**config.mk**
```make
export PLATFORM = sky130hd
export DESIGN_NAME = bdma_engine
export DESIGN_NICKNAME = d
export VERILOG_FILES = /design/src/rtl/bdma_pkg.sv /design/src/rtl/bdma_port.sv /design/src/rtl/bdma_cmp.sv /design/src/rtl/bdma_count.sv /design/src/rtl/bdma_irq.sv /design/src/rtl/bdma_engine.sv
export SDC_FILE = /design/constraint.sdc
export NUM_CORES = 1
export LEC_CHECK = 0
export ABC_AREA = 1
export BUFFER_PORTS_ARGS = -buffer_cell sky130_fd_sc_hd__buf_2
export CAP_MARGIN = 20
export CORE_MARGIN = 1.5
export CORE_UTILIZATION = 40
export CTS_CLUSTER_DIAMETER = 150
export DETAILED_ROUTE_END_ITERATION = 10
export PLACE_DENSITY = 0.69
export SETUP_SLACK_MARGIN = 0.4
export SLEW_MARGIN = 20
export SYNTH_ARGS = -nofsm -noshare
export SYNTH_HDL_FRONTEND = slang
export SYNTH_SLANG_ARGS = --single-unit
```
**constraint.sdc**
```tcl
create_clock -name clk -period 3.4 [get_ports clk]
set_input_delay 0.34 -clock clk [delete_from_list [all_inputs] [get_ports clk]]
set_output_delay 0.34 -clock clk [all_outputs]
set_load 0.05 [all_outputs]
```
**src/rtl/bdma_pkg.sv**
```systemverilog
`timescale 1ns/1ps
package bdma_pkg;
   // control byte bit positions
   localparam int CTL_WR   = 0;
   localparam int CTL_SRCH = 1;
   localparam int CTL_ASRC = 2;
   // port flag bit positions
   localparam int PF_IO    = 3;
   localparam int PF_UP    = 4;
   localparam int PF_HOLD  = 5;
   // interrupt control bit positions
   localparam int IC_HIT   = 0;
   localparam int IC_END   = 1;
   localparam int IC_STAT  = 5;
   localparam logic [7:0] VEC_KEEP = 8'hF9;
   localparam logic [7:0] VEC_HIT  = 8'h02;
   localparam logic [7:0] VEC_END  = 8'h04;

   typedef enum logic [1:0] {
      ST_IDLE = 2'd0,
      ST_ARM  = 2'd1,
      ST_RD   = 2'd2,
      ST_WR   = 2'd3
   } bdma_state_e;
endpackage

```
**src/rtl/bdma_port.sv**
```systemverilog
`timescale 1ns/1ps
module bdma_port #(
   parameter int AW = 16
) (
   input  logic          clk,
   input  logic          rst_n,
   input  logic          load,
   input  logic [AW-1:0] start_addr,
   input  logic [7:0]    flags,
   input  logic          step,
   output logic [AW-1:0] addr,
   output logic          is_io
);
   import bdma_pkg::*;

   logic [7:0] flags_q;

   always_ff @(posedge clk or negedge rst_n) begin
      if (!rst_n) begin
         addr    <= '0;
         flags_q <= '0;
      end else if (load) begin
         addr    <= start_addr;
         flags_q <= flags;
      end else if (step && !flags_q[PF_HOLD]) begin
         if (flags_q[PF_UP]) addr <= addr + 1'b1;
         else                addr <= addr - 1'b1;
      end
   end

   assign is_io = flags_q[PF_IO];


   start_addr_chk: assert property (@(posedge clk) disable iff (!rst_n)
      load |=> addr == $past(start_addr));

   hold_addr_chk: assert property (@(posedge clk) disable iff (!rst_n)
      (step && !load && flags_q[PF_HOLD]) |=> $stable(addr));

   up_step_chk: assert property (@(posedge clk) disable iff (!rst_n)
      (step && !load && !flags_q[PF_HOLD] && flags_q[PF_UP]) |=> addr != $past(addr));
endmodule

```
**src/rtl/bdma_cmp.sv**
```systemverilog
`timescale 1ns/1ps
module bdma_cmp #(
   parameter int DW = 8
) (
   input  logic [DW-1:0] data,
   input  logic [DW-1:0] pattern,
   input  logic [DW-1:0] mask,
   output logic          hit
);
   logic [DW-1:0] diff;

   for (genvar i = 0; i < DW; i++) begin : g_bit
      assign diff[i] = (data[i] ^ pattern[i]) & ~mask[i];
   end

   assign hit = ~|diff;


   always_comb begin
      if (mask == '1) full_mask_chk: assert (hit);
   end
endmodule

```
**src/rtl/bdma_count.sv**
```systemverilog
`timescale 1ns/1ps
module bdma_count #(
   parameter int CW = 16
) (
   input  logic          clk,
   input  logic          rst_n,
   input  logic          clear,
   input  logic [CW-1:0] len_in,
   input  logic          bump,
   output logic          done
);
   logic [CW-1:0] cnt_q;
   logic [CW-1:0] len_q;
   logic [CW-1:0] cnt_nx;
   logic          wrap;
   logic          reach;

   assign cnt_nx = cnt_q + 1'b1;
   assign wrap   = (cnt_nx == '0);
   assign reach  = (len_q != '0) && (cnt_q >= len_q);
   assign done   = bump && (wrap || reach);

   always_ff @(posedge clk or negedge rst_n) begin
      if (!rst_n) begin
         cnt_q <= '0;
         len_q <= '0;
      end else if (clear) begin
         cnt_q <= '0;
         len_q <= len_in;
      end else if (bump) begin
         cnt_q <= cnt_nx;
      end
   end


   count_bound_chk: assert property (@(posedge clk) disable iff (!rst_n)
      (len_q != '0) |-> ({1'b0, cnt_q} <= ({1'b0, len_q} + 1'b1)));

   clear_zero_chk: assert property (@(posedge clk) disable iff (!rst_n)
      clear |=> cnt_q == '0);
endmodule

```
**src/rtl/bdma_irq.sv**
```systemverilog
`timescale 1ns/1ps
module bdma_irq (
   input  logic       clk,
   input  logic       rst_n,
   input  logic       clear,
   input  logic       fire,
   input  logic       hit,
   input  logic       fin,
   input  logic       ien,
   input  logic [7:0] ictl,
   input  logic [7:0] base,
   output logic       req,
   output logic [7:0] vec
);
   import bdma_pkg::*;

   logic       by_hit;
   logic       by_end;
   logic [7:0] add;

   assign by_hit = hit && ictl[IC_HIT];
   assign by_end = fin && ictl[IC_END];
   assign add    = by_hit ? VEC_HIT : VEC_END;

   always_ff @(posedge clk or negedge rst_n) begin
      if (!rst_n) begin
         req <= 1'b0;
         vec <= '0;
      end else if (clear) begin
         req <= 1'b0;
         vec <= '0;
      end else if (fire && ien && (by_hit || by_end)) begin
         req <= 1'b1;
         vec <= ictl[IC_STAT] ? ((base & VEC_KEEP) + add) : base;
      end
   end


   irq_hold_chk: assert property (@(posedge clk) disable iff (!rst_n)
      (req && !clear) |=> req);

   irq_cause_chk: assert property (@(posedge clk) disable iff (!rst_n)
      $rose(req) |-> $past(fire && ien));

   hit_first_chk: assert property (@(posedge clk) disable iff (!rst_n)
      (fire && ien && !clear && by_hit && by_end && ictl[IC_STAT]) |=> vec[2:1] == 2'b01);
endmodule

```
**src/rtl/bdma_engine.sv**
```systemverilog
`timescale 1ns/1ps
module bdma_engine #(
   parameter int AW = 16,
   parameter int DW = 8,
   parameter int CW = 16
) (
   input  logic          clk,
   input  logic          rst_n,
   input  logic          start,
   input  logic [7:0]    ctl,
   input  logic          cont_mode,
   input  logic [7:0]    flags_a,
   input  logic [7:0]    flags_b,
   input  logic [AW-1:0] addr_a,
   input  logic [AW-1:0] addr_b,
   input  logic [CW-1:0] blk_len,
   input  logic [DW-1:0] match_pat,
   input  logic [DW-1:0] match_mask,
   input  logic          irq_enable,
   input  logic [7:0]    irq_ctl,
   input  logic [7:0]    irq_base,
   input  logic          service_req,
   output logic [AW-1:0] bus_addr,
   output logic          bus_io,
   output logic          bus_rd,
   output logic          bus_wr,
   output logic [DW-1:0] bus_wdata,
   input  logic [DW-1:0] bus_rdata,
   output logic          busy,
   output logic          match_flag,
   output logic          end_flag,
   output logic          irq_req,
   output logic [7:0]    irq_vec
);
   import bdma_pkg::*;

   localparam int NPORT = 2;

   if (AW < 2 || AW > 32) begin : g_bad_aw
      $error("bdma_engine: AW out of range");
   end
   if (DW < 1) begin : g_bad_dw
      $error("bdma_engine: DW must be positive");
   end
   if (CW < 2) begin : g_bad_cw
      $error("bdma_engine: CW must be at least 2");
   end

   bdma_state_e   state_q;
   logic [7:0]    ctl_q;
   logic          cont_q;
   logic [DW-1:0] pat_q, mask_q;
   logic          ien_q;
   logic [7:0]    ictl_q, base_q;
   logic          first_q;
   logic          hit_q;
   logic [DW-1:0] data_q;

   logic          arm, go, step, finish, hit_c, hit_raw, hit_now, cnt_done, stop;
   logic          src_sel, dst_sel;

   logic [AW-1:0] st_addr [NPORT];
   logic [7:0]    st_flag [NPORT];
   logic [AW-1:0] p_addr  [NPORT];
   logic          p_io    [NPORT];

   assign st_addr[0] = addr_a;
   assign st_addr[1] = addr_b;
   assign st_flag[0] = flags_a;
   assign st_flag[1] = flags_b;

   for (genvar p = 0; p < NPORT; p++) begin : g_port
      bdma_port #(.AW(AW)) u_port (
         .clk        (clk),
         .rst_n      (rst_n),
         .load       (start),
         .start_addr (st_addr[p]),
         .flags      (st_flag[p]),
         .step       (step),
         .addr       (p_addr[p]),
         .is_io      (p_io[p])
      );
   end

   // port 0 is A, port 1 is B
   assign src_sel = ~ctl_q[CTL_ASRC];
   assign dst_sel = ctl_q[CTL_ASRC];

   assign arm     = start && (ctl[CTL_WR] || ctl[CTL_SRCH]);
   assign go      = !start && (state_q == ST_ARM) && (cont_q || service_req);
   assign step    = go && !first_q;
   assign finish  = !start && (((state_q == ST_RD) && !ctl_q[CTL_WR]) || (state_q == ST_WR));
   assign hit_c   = ctl_q[CTL_SRCH] && hit_raw;
   assign hit_now = (state_q == ST_RD) ? hit_c : hit_q;
   assign stop    = finish && (hit_now || cnt_done);

   bdma_cmp #(.DW(DW)) u_cmp (
      .data    (bus_rdata),
      .pattern (pat_q),
      .mask    (mask_q),
      .hit     (hit_raw)
   );

   bdma_count #(.CW(CW)) u_count (
      .clk    (clk),
      .rst_n  (rst_n),
      .clear  (start),
      .len_in (blk_len),
      .bump   (finish),
      .done   (cnt_done)
   );

   bdma_irq u_irq (
      .clk   (clk),
      .rst_n (rst_n),
      .clear (start),
      .fire  (stop),
      .hit   (hit_now),
      .fin   (cnt_done),
      .ien   (ien_q),
      .ictl  (ictl_q),
      .base  (base_q),
      .req   (irq_req),
      .vec   (irq_vec)
   );

   always_ff @(posedge clk or negedge rst_n) begin
      if (!rst_n) begin
         ctl_q  <= '0;
         cont_q <= 1'b0;
         pat_q  <= '0;
         mask_q <= '0;
         ien_q  <= 1'b0;
         ictl_q <= '0;
         base_q <= '0;
      end else if (start) begin
         ctl_q  <= ctl;
         cont_q <= cont_mode;
         pat_q  <= match_pat;
         mask_q <= match_mask;
         ien_q  <= irq_enable;
         ictl_q <= irq_ctl;
         base_q <= irq_base;
      end
   end

   always_ff @(posedge clk or negedge rst_n) begin
      if (!rst_n) begin
         state_q    <= ST_IDLE;
         first_q    <= 1'b1;
         hit_q      <= 1'b0;
         data_q     <= '0;
         match_flag <= 1'b0;
         end_flag   <= 1'b0;
      end else if (start) begin
         state_q    <= arm ? ST_ARM : ST_IDLE;
         first_q    <= 1'b1;
         hit_q      <= 1'b0;
         match_flag <= 1'b0;
         end_flag   <= 1'b0;
      end else begin
         if (finish && hit_now)  match_flag <= 1'b1;
         if (finish && cnt_done) end_flag   <= 1'b1;
         unique case (state_q)
            ST_IDLE: state_q <= ST_IDLE;
            ST_ARM: begin
               if (go) begin
                  state_q <= ST_RD;
                  first_q <= 1'b0;
               end
            end
            ST_RD: begin
               data_q <= bus_rdata;
               hit_q  <= hit_c;
               if (ctl_q[CTL_WR]) state_q <= ST_WR;
               else if (stop)     state_q <= ST_IDLE;
               else               state_q <= ST_ARM;
            end
            ST_WR: state_q <= stop ? ST_IDLE : ST_ARM;
            default: state_q <= ST_IDLE;
         endcase
      end
   end

   always_comb begin
      bus_rd    = (state_q == ST_RD);
      bus_wr    = (state_q == ST_WR);
      bus_addr  = bus_wr ? p_addr[dst_sel] : p_addr[src_sel];
      bus_io    = bus_wr ? p_io[dst_sel]   : p_io[src_sel];
      bus_wdata = data_q;
   end

   assign busy = (state_q != ST_IDLE);


   rd_then_wr_chk: assert property (@(posedge clk) disable iff (!rst_n)
      (bus_rd && ctl_q[CTL_WR] && !start) |=> bus_wr);

   busy_hold_chk: assert property (@(posedge clk) disable iff (!rst_n)
      $fell(busy) |-> (match_flag || end_flag || $past(start)));

   byte_wait_chk: assert property (@(posedge clk) disable iff (!rst_n)
      (state_q == ST_ARM && !cont_q && !service_req && !start) |=> !bus_rd);

   idle_noop_chk: assert property (@(posedge clk) disable iff (!rst_n)
      (start && !ctl[CTL_WR] && !ctl[CTL_SRCH]) |=> !busy);

   match_sticky_chk: assert property (@(posedge clk) disable iff (!rst_n)
      (match_flag && !start) |=> match_flag);

   end_sticky_chk: assert property (@(posedge clk) disable iff (!rst_n)
      (end_flag && !start) |=> end_flag);
endmodule

```
==> qor.yml <==
period_minus_slack_ns: 2.69
cp-startpoint: "g_port[0].u_port.flags_q[4]"
drt-initial-drc-count: 428
coreArea_um2: 18100
worstPathRequired_ns: 3.76
rsz0062_at_grt: "false"
die_h_um: 140
startpoint_type: "flip-flop"
grt_pass1_wl_um: 31300
via_per_inst: 5.03
wl_per_cell_um: 13.6
slowest_stage: "dfrtp_1"
path_clk_slew_ns: 0.06
reg2reg_from: "g_port[0].u_port.flags_q[4]"
drcViolationCount: 12
reg2reg_to: "g_port[0].u_port.addr[14]"
portBuffers: 136
grt_pass1_vias: 6414
setup_slack_ns: 0.711
hold_viol: 0
synth_cell_types: 41
cap_violations: 0
clock_latency_ns: 0.43
tightest_slew_ns: 0.632
syn_inst: 990
cpLargestDelayFamily: "compound AO/OA/AOI/OAI gates"
drive_gt1_share_pct: 18.2
syn_area_per_cell_um2: 7.57
grt_use_total_pct: 20.0
worstHoldPathType: "in -> reg"
max_stage_delay_ns: 0.41
reg2reg_depth: 12
path_max_fanout: 9
crit_end: "g_port[0].u_port.addr[14]"
cts_tree: "yes"
rows: 49
ys_ff_latch: 125
critical_path_class: "reg -> reg"
gp_congestion: 0.915
place_ws_ns: 0.622
netlist_area_um2: 7490
slew_viol_final: 0
cp_num_buf_inv: 2
tns_ns: 0
power.density_nw_per_um2: 600
ant_nets: 0
dp_hpwl_um: 13700
cts-buffers-inserted: 17
crit_path_end_kind: "flip-flop"
grt_max_degree: 72
cts_sinks: 125
vdd_drop_max_mv: 0.320
max-slew-margin-rel_pct: 57.8
antenna_found_initial: 0
p_leak_nw: 4.65
status: "finished with violations"
path_cells: "clkinvlp_4, buf_4, ha_1, a21o_1, a21oi_1, o21ai_0, a21boi_1, o21ai_0, or2_1, nand3_1, nand2_1, nand2_1"
die_w_um: 140
routed_wl_um: 18700
arrival_ns: 3.05
syn_nets: 1155
root_buffer: "clkbuf_16"
layout.nets: 1294
worst-path-stages: 12
setup_viol: 0
ys_warn_count: 0
fin_worst_skew_ns: 0.0104
synthToLayoutAreaGrowth_pct: 20.5
die_area_um2: 19600
dr.pass1.iters: 7
ys_seq_area_share_pct: 41.8
max_freq_mhz: 372
period_share_pct: 79.1
violations: "DRC"
diodes: 0
clockBufferDepth: 2
h-tree-depth: 4
pin_count: 157
start_util_pct: 41.3
via_count: 6891
r2r_slack_ns: 0.71
overflow: 0
==> power by group <==
group | switching, mW | leakage [nW] | total (mW) | internal (mW)
clock | 0.733 | 0.249 | 1.67 | 0.937
combinational | 1.27 | 2.85 | 1.91 | 0.639
sequential | 0.142 | 1.56 | 1.83 | 1.69
total | 2.15 | 4.65 | 5.41 | 3.27
==> worst reg2reg max path: stages, from the launching register on <==
cell and delay [ns]:
dfrtp_1 0.41, clkinvlp_4 0.24, buf_4 0.21, ha_1 0.34, a21o_1 0.18, a21oi_1 0.22, o21ai_0 0.19, a21boi_1 0.29
o21ai_0 0.16, or2_1 0.23, nand3_1 0.06, nand2_1 0.05, nand2_1 0.05
==> per-layer routing <==
metal  vias to the layer above  track usage, %  wire length, um
met3                        21            4.30              745
met2                       128            31.4             8730
li1                       3546               -                -
met5                         -               0                0
met4                         0            5.76              229
met1                      3196            27.8             8990
==> synthesized netlist by cell type, drive strengths merged <==
master    n  share of area (%)
clkinv    1              0.050
o21bai    4               0.40
a21oi    50                3.5
o21a      6               0.60
nand2   315                 16
o22ai    10               0.84
dfstp     1               0.35
o31ai     1               0.10
nor4      4               0.33
ha       45                7.5
or2       1              0.084
nor2     66                3.6
dfrtp   124                 41
clkbuf   23                1.2
nand3b    1               0.10
a221oi    1               0.12
a21o      3               0.30
nor3      4               0.27
xnor2    13                1.5
nand3    44                3.3
o21ai   118                7.9
a21boi    1               0.10
xor2      9                1.1
o211ai   10                1.0
a31oi     3               0.25
inv     100                5.0
fa        2               0.53
buf       9               0.53
nand4    18                1.5
mux2      3               0.45
==> cells in the final DEF (no fill, tap or decap), drive strengths merged, types with 4 or more instances in the layout <==
master,count
nor2,66
clkinv,6
xor2,9
a21oi,50
nor3,4
xnor2,13
clkbuf,17
o211ai,10
o21a,6
buf,151
nand2,315
o22ai,10
dfrtp,124
o21bai,4
nor4,4
inv,103
clkinvlp,7
nand3,44
o21ai,118
ha,45
nand4,18
==> state kept, by name, summed over array words and instances, names as in the netlist, 6 cells and up <==
signal	cells
g_port.u_port.addr	32
u_count.cnt_q	16
u_count.len_q	16
base_q	8
bus_wdata	8
mask_q	8
pat_q	8
u_irq.vec	8
g_port.u_port.flags_q	6
==> kinds of logic after synthesis <==
group,share of synthesized area (%)
xor gates and xnor gates,2.57
AOI/OAI and AO/OA,15.1
and+or+nand+nor,25.3
muxes,0.451
DFF,41.8
adders and majority gates,8.05
buffers and inverters,6.75
==> repair_timing <==
item	in CTS	in global routing
resized for setup	0	1
endpoints found under the setup margin	0	2
setup buffers	0	5
hold buffers	1	0
endpoints found under the hold margin	33	0
==> cell type report <==
class                      count  area, um^2
tap                          229         287
multi-input combinational    732        3860
timing repair buffer         152         821
clock inverter                15         116
clock buffer                  17         425
inverter                     101         383
sequential                   125        3130
fill                        1776        9120
==> through the flow <==
step / hold WS [ns] / utilization (%) / total power, mW / area (um^2) / std cells
finish: 0.114 / 49.7 / 5.41 / 9020 / 1371
floorplan: 0.0444 / - / 3.27 / 7490 / 990
global placement: 0.320 / 46.5 / 3.72 / 8430 / 1333
CTS: 0.0998 / 49.5 / 5.44 / 8980 / 1366
detailed placement: 0.325 / 46.5 / 3.75 / 8430 / 1333
global route: 0.110 / 49.7 / 5.78 / 9020 / 1371
==> worst min path at each step <==
stage          depth (start not counted)    startpoint        end  slack [ns]
6_report                               3   irq_base[0]  base_q[0]        0.11
5_1_grt                                3  match_pat[7]   pat_q[7]        0.11
4_1_cts                                3  match_pat[6]   pat_q[6]         0.1
3_5_place_dp                           1         rst_n  base_q[3]        0.33
3_3_place_gp                           1         rst_n  base_q[3]        0.32
2_1_floorplan                          0         rst_n  base_q[0]        0.04
Power figures use the tool's default switching activity.
